### config.mk
export PLATFORM = sky130hd
export DESIGN_NAME = erase_seq
export DESIGN_NICKNAME = d
export VERILOG_FILES = /design/src/rtl/erase_seq.sv
export SDC_FILE = /design/constraint.sdc
export NUM_CORES = 1
export LEC_CHECK = 0
export CORE_MARGIN = 4
export CORE_UTILIZATION = 55
export DETAILED_ROUTE_END_ITERATION = 8
export HOLD_SLACK_MARGIN = 0.05
export MAX_ROUTING_LAYER = met4
export PLACE_DENSITY_LB_ADDON = 0.1
export SKIP_CTS_REPAIR_TIMING = 1
export SLEW_MARGIN = 20
export SYNTH_ARGS = -nofsm -noshare
export SYNTH_HDL_FRONTEND = slang
export SYNTH_SLANG_ARGS = --single-unit
### constraint.sdc
create_clock -name clk -period 2.57 [get_ports clk]
set_input_delay 0.257 -clock clk [delete_from_list [all_inputs] [get_ports clk]]
set_output_delay 0.257 -clock clk [all_outputs]
set_load 0.01 [all_outputs]
### src/rtl/erase_seq.sv
module erase_seq #(
  parameter int ADDR_W     = 16,
  parameter int CLK_MHZ    = 250,
  parameter int PROG_US    = 10,
  parameter int ERASE_US   = 10000,
  parameter int VERIFY_US  = 6,
  parameter int MAX_PULSES = 1000
) (
  input  logic              clk,
  input  logic              rst_n,
  input  logic              start,
  output logic              done,
  output logic              fail,
  output logic [ADDR_W-1:0] f_addr,
  output logic [7:0]        f_dout,
  input  logic [7:0]        f_din,
  output logic              f_we,
  output logic              f_oe,
  output logic              f_ce,
  output logic              vpp_en
);
  localparam int T_PROG  = CLK_MHZ * PROG_US;
  localparam int T_ERASE = CLK_MHZ * ERASE_US;
  localparam int T_VER   = CLK_MHZ * VERIFY_US;
  localparam int T_MAX   = (T_ERASE > T_PROG) ? ((T_ERASE > T_VER) ? T_ERASE : T_VER)
                                              : ((T_PROG > T_VER) ? T_PROG : T_VER);
  localparam int TW = $clog2(T_MAX + 1);
  localparam int PW = $clog2(MAX_PULSES + 1);

  typedef enum logic [3:0] {
    S_IDLE, S_PSET, S_PDAT, S_PWAIT, S_ESET, S_ECMD, S_EWAIT,
    S_VCMD, S_VWAIT, S_VRD, S_EXIT, S_END
  } st_t;

  st_t             st;
  logic [ADDR_W-1:0] addr;
  logic [TW-1:0]   tmr;
  logic [PW-1:0]   pcnt;
  logic            err;
  logic            last;

  assign last   = &addr;
  assign f_addr = addr;
  assign f_we   = (st == S_PSET) || (st == S_PDAT) || (st == S_ESET) ||
                  (st == S_ECMD) || (st == S_VCMD) || (st == S_EXIT);
  assign f_oe   = (st == S_VRD);
  assign f_ce   = (st != S_IDLE) && (st != S_END);
  assign vpp_en = f_ce;
  assign done   = (st == S_END) && !err;
  assign fail   = (st == S_END) && err;

  always_comb begin
    case (st)
      S_PSET:         f_dout = 8'h40;
      S_ESET, S_ECMD: f_dout = 8'h20;
      S_VCMD:         f_dout = 8'hA0;
      default:        f_dout = 8'h00;
    endcase
  end

  always_ff @(posedge clk or negedge rst_n) begin
    if (!rst_n) begin
      st   <= S_IDLE;
      addr <= '0;
      tmr  <= '0;
      pcnt <= '0;
      err  <= 1'b0;
    end else begin
      case (st)
        S_IDLE: if (start) begin
          addr <= '0;
          err  <= 1'b0;
          st   <= S_PSET;
        end
        S_PSET: st <= S_PDAT;
        S_PDAT: begin
          tmr <= TW'(T_PROG - 1);
          st  <= S_PWAIT;
        end
        S_PWAIT: begin
          if (tmr != '0) tmr <= tmr - 1'b1;
          else if (last) begin
            addr <= '0;
            pcnt <= '0;
            st   <= S_ESET;
          end else begin
            addr <= addr + 1'b1;
            st   <= S_PSET;
          end
        end
        S_ESET: st <= S_ECMD;
        S_ECMD: begin
          tmr <= TW'(T_ERASE - 1);
          st  <= S_EWAIT;
        end
        S_EWAIT: begin
          if (tmr != '0) tmr <= tmr - 1'b1;
          else st <= S_VCMD;
        end
        S_VCMD: begin
          tmr <= TW'(T_VER - 1);
          st  <= S_VWAIT;
        end
        S_VWAIT: begin
          if (tmr != '0) tmr <= tmr - 1'b1;
          else st <= S_VRD;
        end
        S_VRD: begin
          if (f_din == 8'hFF) begin
            if (last) st <= S_EXIT;
            else begin
              addr <= addr + 1'b1;
              st   <= S_VCMD;
            end
          end else if (pcnt == PW'(MAX_PULSES - 1)) begin
            err <= 1'b1;
            st  <= S_EXIT;
          end else begin
            pcnt <= pcnt + 1'b1;
            st   <= S_ESET;
          end
        end
        S_EXIT: st <= S_END;
        default: st <= S_IDLE;
      endcase
    end
  end
endmodule

==> results.md <==
* Critical Path RT at 2.82 ns
* Number of remaining DRC errors at 0
* Largest net degree at the start of global routing at 26
* Number of synthesized flops with an enable pin at 0
* Least-Margin Pin Slew at ~0.57 ns
* WS Path Type: register to register
* IO buf count at 35
* Remaining Overflow, GRT at 0
* Outcome: finished clean
* Asr flop ratio synth at 1.00
* Die height at approximately 85 um
* Core Box Area at 5640 um2
* Min-Delay Path Class: input pin to async pin
* Final Hold Viols at 0
* Die Span X at around 85 um
* Most common flop cell mapped by yosys: dfrtp_1
* Internal at 0.00124 W
* Slew Limit Headroom at 0.620
* Met2 wire length at ~4000 um
* Fmax at around 410 MHz
* First-pass GRT wire length at around 14,000 um
* CTS Root Cell: clkbuf_8
* IO Pins at 41
* Power Density at a little under 400 nW/um2
* CP Capture Type: register
* CTS Sinks at between 50 and 60
* Vias in the first global route at around 3k
* Slew Limit Fails at 0
* Critical path startpoint category: register
* N_diodes at 0
* Seq/Total Area, Yosys at 0.405
* Synth Cell Area at between 3000 and 4000 um2
* Initial DRT Pass Iterations at 5
* Worst vdd ir at ~0.25 mV
* Initial antenna violation count at 0
* Tot GR Track Use at 0.248
* Period minus WS final at 2.42 ns
* Max Used Layer: met4
* CTS clk-pin slew, worst paths at 0.10 ns
* Layout area overhead at 20.4%
* Num CTS Buffers at 5
* Layout Nets at between 400 and 500
* Met3 wire length at ~560 um
* Number of fill cells at between 400 and 500
* Switching fraction of total power at 0.204
* YS warnings at 0
* Metal-1 WL at around 3800 um
* Register share of total power at 0.537
* Initial Utilization at 0.581
* Netlist cell types at between 50 and 60
* Clock Power Share at 0.439
* Placer Congestion at approximately 0.97
* Via count at ~3.1k
* Worst-skew pair later-pin latency at 0.32 ns
* Routed wire length at between 8000 and 9000 um
* Mapped Cells at ~380
* 1st-iter DRT viols at roughly 290
* Fin Hold WS at 0.319 ns
* DP Wirelength at 6250 um
* DIE AREA at roughly 7300 um2
* Reg2Reg Depth at 6
* CTS tree: yes
* Final setup vio count at 0
* Leakage power at 1.72 nW
* Layout cells sized above 1 at 0.0970
* CTS Buffer Depth at 2
* Logic pwr share at 0.025
* Worst EP arrival at approximately 2.7 ns
* FF+latch count, synth at 53
* CTS H-tree lvls at 2
* Setup_tns at 0 ns
* Row cnt at 27
* Switching Power at between 0.0003 and 0.0004 W
* Final worst-path cycle share at 0.940
* Antenna viol nets, final at 0
* Clock Skew at about 0.0065 ns
* Critical Path Fanout Max at 12
* RSZ-0062 raised after global routing: no
* Vias/cell at roughly 6.2
* WL per Instance at around 17 um
* Max Cap Viol at 0
* Syn_area_per_cell at roughly 8.5 um2
[critical path: stages, from the launching register on]
cell     delay (ns)
dfrtp_1        0.49
or4bb_1        0.59
nor4_1         0.22
nor4b_4        0.36
nor2_2         0.16
or3_1          0.38
a21oi_1        0.15
[layer usage]
| layer | vias to the layer above | GRT usage |
|---|---|---|
| li1 | 1485 | - |
| met1 | 1504 | 0.340 |
| met2 | 125 | 0.371 |
| met3 | 10 | 0.0456 |
| met4 | 0 | 0.0806 |
| met5 | - | - |
[cells by family after synthesis]
| logic type | Yosys count | share of synthesized area |
|---|---|---|
| muxes | 2 | 0.00611 |
| AOI/OAI and AO/OA | 85 | 0.153 |
| xor gates and xnor gates | 22 | 0.0588 |
| buffers and inverters | 31 | 0.0435 |
| DFF | 53 | 0.405 |
| adders and majority gates | 4 | 0.0145 |
| other | 1 | 0.00114 |
| and+or+nand+nor | 186 | 0.318 |
[state kept, by name (all words and copies together), names as in the netlist]
| name | count |
|---|---|
| st | 4 |
| tmr | 22 |
| f_addr | 16 |
| pcnt | 10 |
| err | 1 |
[per-stage QoR]
stage	total power (W)	utilization	instances	setup slack (ns)	instance area, um2
final	0.00155	0.699	505	0.155	3940
after global placement	0.000888	0.672	496	0.187	3790
after floorplan	0.000860	-	388	0.275	3290
after detailed placement	0.000888	0.672	496	0.130	3790
after CTS	0.00156	0.695	504	0.103	3920
after global routing	0.00160	0.699	505	0.0276	3940
[power groups by stage]
stage / logic (W) / registers [W] / clock network [W]
after floorplan: 0.00000982 / 0.000850 / 0
after global placement: 0.0000381 / 0.000850 / 0
after detailed placement: 0.0000382 / 0.000850 / 0
after CTS: 0.0000383 / 0.000833 / 0.000685
after global routing: 0.0000444 / 0.000833 / 0.000721
final: 0.0000385 / 0.000833 / 0.000681
[cells in the mapped netlist, drive strengths merged (10+ instances only)]
library cell,instances,area [um2]
xor2,17,149
nand2,26,97.6
and3,14,87.6
nand4,16,100
a21oi,21,105
dfrtp,53,1330
nor4,13,81.3
nor2,41,156
o21ai,36,180
nand3,17,85.1
buf,10,63.8
clkbuf,12,45.0
nor3,13,65.1
[placed cells by master (no fill, tap or decap), types with 2 or more instances in the layout]
cell             netlist  final
nor2_1                40     40
a211oi_1               2      2
nor2b_1                4      4
clkdlybuf4s50_1        0     34
buf_4                  6     23
nor3b_1                3      3
a22o_1                 2      2
mux2i_1                2      2
o22ai_1                5      5
xnor2_1                5      5
clkbuf_8               0      5
o21ai_0               34     33
nand2b_1               5      5
conb_1                 1      5
ha_1                   3      3
o211ai_1               3      3
nor3_1                13     12
o2bb2ai_1              2      2
nand2_1               26     26
o21a_1                 3      3
and3_1                14     14
nor4_1                13     13
or4_1                  3      2
inv_1                  9      9
or3_1                  7      7
xor2_1                17     17
o21ai_1                2      3
a21oi_1               21     21
nand4_1               16     16
nand3_1               17     17
or2_2                  4      4
dfrtp_1               53     53
a21o_1                 2      2
o31ai_1                2      2
bufinv_16              0      2
and2_1                 6      6
and4_1                 7      7
[area by class of cell]
cell class / count / area, um2 / area share
inverter: 9 / 33.8 / 0.00857
sequential: 53 / 1330 / 0.336
clock buffer: 5 / 68.8 / 0.0175
clock inverter: 3 / 65.1 / 0.0165
multi-input combinational: 304 / 1830 / 0.464
timing repair buffer: 59 / 528 / 0.134
tap: 72 / 90.1 / 0.0228
[final timing paths]
path	slack [ns]	startpoint	to
max	0.15	st[3]$_DFFE_PN0P_	pcnt[7]$_DFFE_PN0P_
min in group clk	0.52	tmr[5]$_DFFE_PN0P_	tmr[5]$_DFFE_PN0P_
min reg2reg	0.52	tmr[5]$_DFFE_PN0P_	tmr[5]$_DFFE_PN0P_
min	0.32	rst_n	tmr[9]$_DFFE_PN0P_
max in group asynchronous	1.66	rst_n	f_addr[8]$_DFFE_PN0P_
max reg2reg	0.15	st[3]$_DFFE_PN0P_	pcnt[7]$_DFFE_PN0P_
Power figures use the tool's default switching activity.
